$ cat config.mk
export PLATFORM = sky130hd
export DESIGN_NAME = flash_irq_status
export DESIGN_NICKNAME = d
export VERILOG_FILES = /design/src/rtl/fis_pkg.sv /design/src/rtl/fis_rdy_sync.sv /design/src/rtl/fis_level_edge.sv /design/src/rtl/fis_event_bank.sv /design/src/rtl/fis_regfile.sv /design/src/rtl/flash_irq_status.sv
export SDC_FILE = /design/constraint.sdc
export NUM_CORES = 1
export LEC_CHECK = 0
export ABC_AREA = 1
export BUFFER_PORTS_ARGS = -buffer_cell sky130_fd_sc_hd__buf_2
export CORE_MARGIN = 5
export CORE_UTILIZATION = 45
export DETAILED_ROUTE_END_ITERATION = 6
export GPL_ROUTABILITY_DRIVEN = 0
export PLACE_DENSITY = 0.8
export SETUP_SLACK_MARGIN = 0.02
export SYNTH_ARGS = -nofsm -noshare
export SYNTH_HDL_FRONTEND = slang
export SYNTH_SLANG_ARGS = --single-unit
$ cat constraint.sdc
create_clock -name clk -period 2 [get_ports clk]
set_clock_uncertainty 0.05 [all_clocks]
set_input_delay 0.5 -clock clk [delete_from_list [all_inputs] [get_ports clk]]
set_output_delay 0.5 -clock clk [all_outputs]
set_load 0.02 [all_outputs]
$ cat src/rtl/fis_pkg.sv
package fis_pkg;

    localparam int N_EV    = 4;
    localparam int DATA_W  = 32;
    localparam int ADDR_W  = 2;
    localparam int N_LEVEL = 3;

    localparam int EV_READY = 0;
    localparam int EV_CNT   = 1;
    localparam int EV_FULL  = 2;
    localparam int EV_EMPTY = 3;

    typedef logic [N_EV-1:0]    ev_vec_t;
    typedef logic [DATA_W-1:0]  word_t;

    typedef enum logic [ADDR_W-1:0] {
        REG_STATUS = 2'd0,
        REG_MASK   = 2'd1
    } reg_addr_e;

    typedef struct packed {
        logic              sel;
        logic              wr;
        logic [ADDR_W-1:0] addr;
        ev_vec_t           wdata;
    } bus_req_t;

    function automatic word_t widen(input ev_vec_t v);
        word_t w;
        w = '0;
        w[N_EV-1:0] = v;
        return w;
    endfunction

    function automatic ev_vec_t gather(input logic rdy_rise,
                                       input logic [N_LEVEL-1:0] lvl_rise);
        ev_vec_t v;
        v = '0;
        v[EV_READY] = rdy_rise;
        v[EV_CNT]   = lvl_rise[0];
        v[EV_FULL]  = lvl_rise[1];
        v[EV_EMPTY] = lvl_rise[2];
        return v;
    endfunction

endpackage

$ cat src/rtl/fis_rdy_sync.sv
module fis_rdy_sync #(
    parameter int STAGES = 2
) (
    input  logic clk,
    input  logic rst,
    input  logic pin_async,
    output logic rise_o
);
    logic [STAGES-1:0] chain_q;
    logic              prev_q;

    generate
        for (genvar s = 0; s < STAGES; s++) begin : g_stage
            if (s == 0) begin : g_first
                always_ff @(posedge clk) begin
                    if (rst) chain_q[s] <= 1'b1;
                    else     chain_q[s] <= pin_async;
                end
            end else begin : g_next
                always_ff @(posedge clk) begin
                    if (rst) chain_q[s] <= 1'b1;
                    else     chain_q[s] <= chain_q[s-1];
                end
            end
        end
    endgenerate

    always_ff @(posedge clk) begin
        if (rst) prev_q <= 1'b1;
        else     prev_q <= chain_q[STAGES-1];
    end

    assign rise_o = chain_q[STAGES-1] & ~prev_q;

    p_rdy_pulse_r4: assert property (@(posedge clk) disable iff (rst)
        rise_o |=> !rise_o);

endmodule

$ cat src/rtl/fis_level_edge.sv
module fis_level_edge #(
    parameter int N = 3
) (
    input  logic         clk,
    input  logic         rst,
    input  logic [N-1:0] cond_i,
    output logic [N-1:0] rise_o
);
    logic [N-1:0] prev_q;

    generate
        for (genvar i = 0; i < N; i++) begin : g_bit
            always_ff @(posedge clk) begin
                if (rst) prev_q[i] <= 1'b1;
                else     prev_q[i] <= cond_i[i];
            end
            assign rise_o[i] = cond_i[i] & ~prev_q[i];

            p_lvl_pulse_r3: assert property (@(posedge clk) disable iff (rst)
                rise_o[i] |=> !rise_o[i]);
        end
    endgenerate

endmodule

$ cat src/rtl/fis_event_bank.sv
module fis_event_bank
    import fis_pkg::*;
(
    input  logic    clk,
    input  logic    rst,
    input  logic    soft_clr,
    input  ev_vec_t set_i,
    input  ev_vec_t clr_i,
    output ev_vec_t status_o
);
    ev_vec_t status_q;

    always_ff @(posedge clk) begin
        if (rst)           status_q <= '0;
        else if (soft_clr) status_q <= '0;
        else               status_q <= (status_q & ~clr_i) | set_i;
    end

    assign status_o = status_q;

    p_soft_clr_r8: assert property (@(posedge clk) disable iff (rst)
        soft_clr |=> status_o == '0);

    p_set_wins_r7: assert property (@(posedge clk) disable iff (rst)
        (!soft_clr && (set_i != '0)) |=> ((status_o & $past(set_i)) == $past(set_i)));

    p_w1c_r6: assert property (@(posedge clk) disable iff (rst)
        (!soft_clr && ((clr_i & ~set_i) != '0)) |=> ((status_o & $past(clr_i & ~set_i)) == '0));

    p_sticky_r3: assert property (@(posedge clk) disable iff (rst)
        !soft_clr |=> (($past(status_o) & ~$past(clr_i) & ~status_o) == '0));

endmodule

$ cat src/rtl/fis_regfile.sv
module fis_regfile
    import fis_pkg::*;
(
    input  logic     clk,
    input  logic     rst,
    input  bus_req_t req_i,
    input  ev_vec_t  status_i,
    output ev_vec_t  mask_o,
    output ev_vec_t  clr_o,
    output word_t    rdata_o
);
    ev_vec_t mask_q;
    logic    wr_status;
    logic    wr_mask;
    logic    rd_en;

    assign wr_status = req_i.sel & req_i.wr & (req_i.addr == REG_STATUS);
    assign wr_mask   = req_i.sel & req_i.wr & (req_i.addr == REG_MASK);
    assign rd_en     = req_i.sel & ~req_i.wr;

    always_ff @(posedge clk) begin
        if (rst)          mask_q <= '0;
        else if (wr_mask) mask_q <= req_i.wdata;
    end

    assign clr_o  = wr_status ? req_i.wdata : '0;
    assign mask_o = mask_q;

    always_comb begin
        rdata_o = '0;
        if (rd_en) begin
            case (req_i.addr)
                REG_STATUS: rdata_o = widen(status_i);
                REG_MASK:   rdata_o = widen(mask_q);
                default:    rdata_o = '0;
            endcase
        end
    end

    p_mask_hold_r2: assert property (@(posedge clk) disable iff (rst)
        !(req_i.sel && req_i.wr && req_i.addr == REG_MASK) |=> $stable(mask_o));

    p_mask_load_r2: assert property (@(posedge clk) disable iff (rst)
        (req_i.sel && req_i.wr && req_i.addr == REG_MASK) |=> mask_o == $past(req_i.wdata));

endmodule

$ cat src/rtl/flash_irq_status.sv
module flash_irq_status
    import fis_pkg::*;
#(
    parameter int SYNC_STAGES = 2
) (
    input  logic              clk,
    input  logic              rst,
    input  logic              soft_clr,
    input  logic              fifo_empty,
    input  logic              fifo_full,
    input  logic              cnt_zero,
    input  logic              rdy_busy_pin,
    input  logic              bus_sel,
    input  logic              bus_wr,
    input  logic [ADDR_W-1:0] bus_addr,
    input  logic [N_EV-1:0]   bus_wdata,
    output logic [DATA_W-1:0] bus_rdata,
    output logic              irq_n
);
    logic                 rdy_rise;
    logic [N_LEVEL-1:0]   lvl_cond;
    logic [N_LEVEL-1:0]   lvl_rise;
    ev_vec_t              set_vec;
    ev_vec_t              clr_vec;
    ev_vec_t              status;
    ev_vec_t              mask;
    bus_req_t             req;

    assign lvl_cond = {fifo_empty, fifo_full, cnt_zero};
    assign req      = '{sel: bus_sel, wr: bus_wr, addr: bus_addr, wdata: bus_wdata};

    fis_rdy_sync #(.STAGES(SYNC_STAGES)) u_rdy (
        .clk       (clk),
        .rst       (rst),
        .pin_async (rdy_busy_pin),
        .rise_o    (rdy_rise)
    );

    fis_level_edge #(.N(N_LEVEL)) u_lvl (
        .clk    (clk),
        .rst    (rst),
        .cond_i (lvl_cond),
        .rise_o (lvl_rise)
    );

    assign set_vec = gather(rdy_rise, lvl_rise);

    fis_event_bank u_bank (
        .clk      (clk),
        .rst      (rst),
        .soft_clr (soft_clr),
        .set_i    (set_vec),
        .clr_i    (clr_vec),
        .status_o (status)
    );

    fis_regfile u_regs (
        .clk      (clk),
        .rst      (rst),
        .req_i    (req),
        .status_i (status),
        .mask_o   (mask),
        .clr_o    (clr_vec),
        .rdata_o  (bus_rdata)
    );

    assign irq_n = ~(|(status & mask));

    p_irq_masked_r5: assert property (@(posedge clk) disable iff (rst)
        (mask == '0) |-> irq_n);

    p_irq_open_r5: assert property (@(posedge clk) disable iff (rst)
        ((mask == '1) && (status != '0)) |-> !irq_n);

    p_irq_idle_r5: assert property (@(posedge clk) disable iff (rst)
        (status == '0) |-> irq_n);

endmodule

### Yosys cells after proc, flatten, opt, wreduce, memory -nomap -nowiden

Index checks and enable logic that the tools add are counted.

* muxes and demuxes: 3
* equality and inequality tests: 1
* reduce and logical (&&, ||, !) cells: 3
* bitwise gates (word level): 18

Operators with widths (count)
* two-way mux 32 bit: 1
* bitwise AND 1 bit: 8
* bitwise AND 4 bit: 2
* one-hot mux 4 bit (2 select lines): 1
* NOT 1 bit: 6
* two-way mux 4 bit: 1
* NOT 4 bit: 1
* OR 4 bit: 1
* OR reduction 4 bit: 1
* == test 2 x 1 -> 1 bit, second input constant: 1
* logical NOT 2 bit: 1
* OR reduction 2 bit: 1

* bits in registers: 14
* input bits: 15
* output and inout port bits: 33
* word-level logic and storage cells: 33

### Depth between registers and ports, before layout

* depth in word-level cells: 6
* gate-level depth with buffers: 6

### Modules after synthesis

A second synthesis with hierarchy kept.

* cell total of the unflattened synthesis: 135
* area, all modules: 894.6 µm²

Modules (own cells, without submodules)
* fis_regfile: area an instance 491.7 µm², cells each 81, instances 1
* fis_event_bank: area an instance 178.9 µm², cells each 23, instances 1
* fis_level_edge: area an instance 105.1 µm², cells each 13, instances 1
* fis_rdy_sync: area an instance 92.6 µm², cells each 11, instances 1
* flash_irq_status: area an instance 26.3 µm², cells each 7, instances 1

### Worst setup path after synthesis

Ideal clock, no wire load.

* kind: input port to output port
* start point: in bus_addr[1]
* end point: out bus_rdata[0]
* path slack: 0.295 ns
* data required time: 1.450 ns
* stages: 3
* arrival time: 1.155 ns
* buffers on the path: 0
* cells stage by stage: nor2_2 nand2_1 a21oi_1

* cells in the longest elaborated chain, start to end: 3

Ends and longest elaborated chain
* start, declared: line flash_irq_status.sv:15 `input logic [ADDR_W-1:0] bus_addr,`
* == test 2 x 1 -> 1 bit or logical NOT 2 bit (tied branches): line fis_regfile.sv:32 `case (req_i.addr)`
* one-hot mux 4 bit (2 select lines) *: line fis_regfile.sv:32
* two-way mux 32 bit *: line fis_regfile.sv:31 `if (rd_en) begin`
* end, declared: line flash_irq_status.sv:17 `output logic [DATA_W-1:0] bus_rdata,`

Mark *: on every way between the ends. The rest lies on a longest branch, timed or not.

### Worst setup path after layout

* start point: in bus_addr[1]
* end point: out bus_rdata[3]

Same word-level chain as after synthesis.

==> results.yml <==
worst_setup_path:
  critPathKind: "in -> out"
  critPathBufInv: 2
  start_kind: "primary input"
  cpPeakStageDelay_ps: 190
  cp_cell_sequence: "buf_2, nor2_2, nand2_1, a21oi_1, buf_2"
  required_ps: 1450
  crit_path_top_delay_cell: "nor2_2"
  end_kind: "output port"
  worstPathMaxFanout: 5
  cp_common_cell: "buf_2"
  cp.arrival_ps: 1210
  critical_path.top_delay_family: "buffers and inverters"
run_status:
  status: "complete, no violations"
cells_and_area:
  drive_gt1_share_pct: 26.92
  fin_util_pct: 50.11
  fillCellCount: 182
  nets: 146
  num_antenna_cells: 0
  postLayoutCellArea_sq_um: 855.8
  final_cells: 155
  areaGrowthSynthToFinish_pct: 7.717
pwr:
  seqPwrFrac_pct: 49.8
  fin_total_pwr_mw: 0.5895
  power_density_mw_per_mm2: 688.8
  power.share.combinational_pct: 16.6
  p_switching_mw: 0.1663
  internal-power_mw: 0.4232
  ir_drop_mv: 0.5010
  switching_share_pct: 28.21
  power_frac_clock_pct: 33.6
  p_leak_nw: 0.4311
floorplan:
  core-area_sq_mm: 0.001708
  row_count: 15
  die_area_sq_mm: 0.002706
  io_pins: 48
  die_h_microns: 52.02
  die-width_microns: 52.02
  initial_core_util_pct: 46.52
yosys:
  synth.distinct_cells: 16
  netlist_area_sq_um: 794.5
  syn_inst: 107
  synth_seq_cells: 14
  synth-warning-count: 0
  ys_seq_area_share_pct: 35.28
  avgSynthCellArea_sq_um: 7.425
timing:
  finalCritPeriodShare_pct: 88.20
  fin_crit_ps: 1764
  timing_hold_violations_final: 0
  holdWs_ps: 348.4
  fin_setup_tns_ps: 0
  fmax_mhz: 566.9
  grt_setup_unrepaired: "no"
  setup_slack_ps: 236.1
  setup_viol: 0
  drv_slew: 0
global_route:
  antenna_found_initial: 0
  grt_max_degree: 9
  gr-total-overflow: 0
  grt_pass1_wl_microns: 1897
  grt_pass1_vias: 489
  grt.total_usage_pct: 9.564
drt:
  drcViolationCount: 0
  drtPass1Iterations: 2
  avgRoutedWirePerCell_microns: 8.613
  via_count: 611
  ant_nets: 0
  drt-initial-drc-count: 5
  routed_wl_microns: 1335
  viasPerCell: 3.942
clock_tree:
  cts_tree: "done"
  clock_sinks: 14
  worstSkewPairLatency_ps: 280
  clockBufferDepth: 2
  holdBufCountCts: 0
  cts_made_buffers: 3
  path_clk_slew_ps: 80
  post_cts_resized: 0
  post_cts_buffers: 0
  h-tree-depth: 1
  clockRootBuffer: "clkbuf_4"
place:
  hpwl_microns: 1142
  pre_cts_slack_ps: 245.1
  numPortBuffers: 19
  place_area_sq_um: 819.5
  dp_cells: 151
hold_path:
  hold_class: "in -> reg"
flow_run:
  maxCapViolations: 0
## power by group through the flow
stage / combinational, mW / clock (mW) / sequential, mW
floorplan: 0.115 / 0 / 0.299
global placement: 0.0947 / 0 / 0.300
detailed placement: 0.0967 / 0 / 0.300
CTS: 0.0969 / 0.206 / 0.293
global route: 0.108 / 0.219 / 0.295
finish: 0.0980 / 0.198 / 0.293
## cell type report
| type | instances | area [sq um] | area share [%] |
|---|---|---|---|
| clock buffers | 4 | 36.28 | 4.240 |
| inverters | 9 | 33.78 | 3.947 |
| multi-input cells | 83 | 371.6 | 43.42 |
| flip-flops and latches | 14 | 280.3 | 32.75 |
| well taps | 25 | 31.28 | 3.655 |
| repair buffers | 20 | 102.6 | 11.99 |
## final timing paths
path / startpoint / endpoint / slack [ps] / cells after the start
setup reg to reg: u_lvl.prev_q[0] / u_bank.status_o[1] / 1170 / 2
hold / removal: cnt_zero / u_lvl.prev_q[0] / 350 / 3
setup / recovery: bus_addr[1] / bus_rdata[3] / 240 / 5
hold reg to reg: u_rdy.chain_q[0] / u_rdy.chain_q[1] / 370 / 1
## worst register-to-register path: stages, from the launching register on
cell and delay [ps]:
dfxtp_1 300, or2_2 280, a21oi_1 140
## flip-flops by register name (all words and copies together), names as in the netlist
register         cells
u_lvl.prev_q         3
u_rdy.chain_q        2
u_regs.mask_o        4
u_bank.status_o      4
u_rdy.prev_q         1
## synth_stat cells
master     n  share of area [%]
a21oi_1    8                5.0
a22o_1     2                2.2
buf_4     28                 26
clkinv_1   1               0.47
conb_1     1               0.47
dfxtp_1   14                 35
inv_1      7                3.3
inv_2      1               0.47
nand2_1   18                8.5
nand2_2    1               0.79
nand3_1    4                2.5
nor2_1     9                4.3
nor2_2     1               0.79
nor2_4     1                1.4
o21ai_0    4                2.5
or2_2      7                5.5
## logic make-up after synthesis
kind of cell | count (synthesis) | synth area share, %
AND/OR/NAND/NOR | 41 | 23.78
AO/OA/AOI/OAI | 14 | 9.764
flip-flops | 14 | 35.28
other | 1 | 0.4720
buffers and inverters | 37 | 30.71
## placed cells by master (no fill, tap or decap), drive strengths merged
cell type	instances
dfxtp	14
nor2	11
or2	7
nand3	4
clkinv	1
conb	28
inv	8
nand2	19
buf	20
a21oi	8
clkbuf	4
o21ai	4
a22o	2
## layer usage
layer  up-vias  GRT usage [%]  wire length, microns
met1       254          12.52                   583
met3         3          2.006                   144
met5         -              0                     0
met4         0          7.860                    29
li1        322              -                     -
met2        32          13.18                   578
No activity file was read; power rests on OpenSTA's default activity.
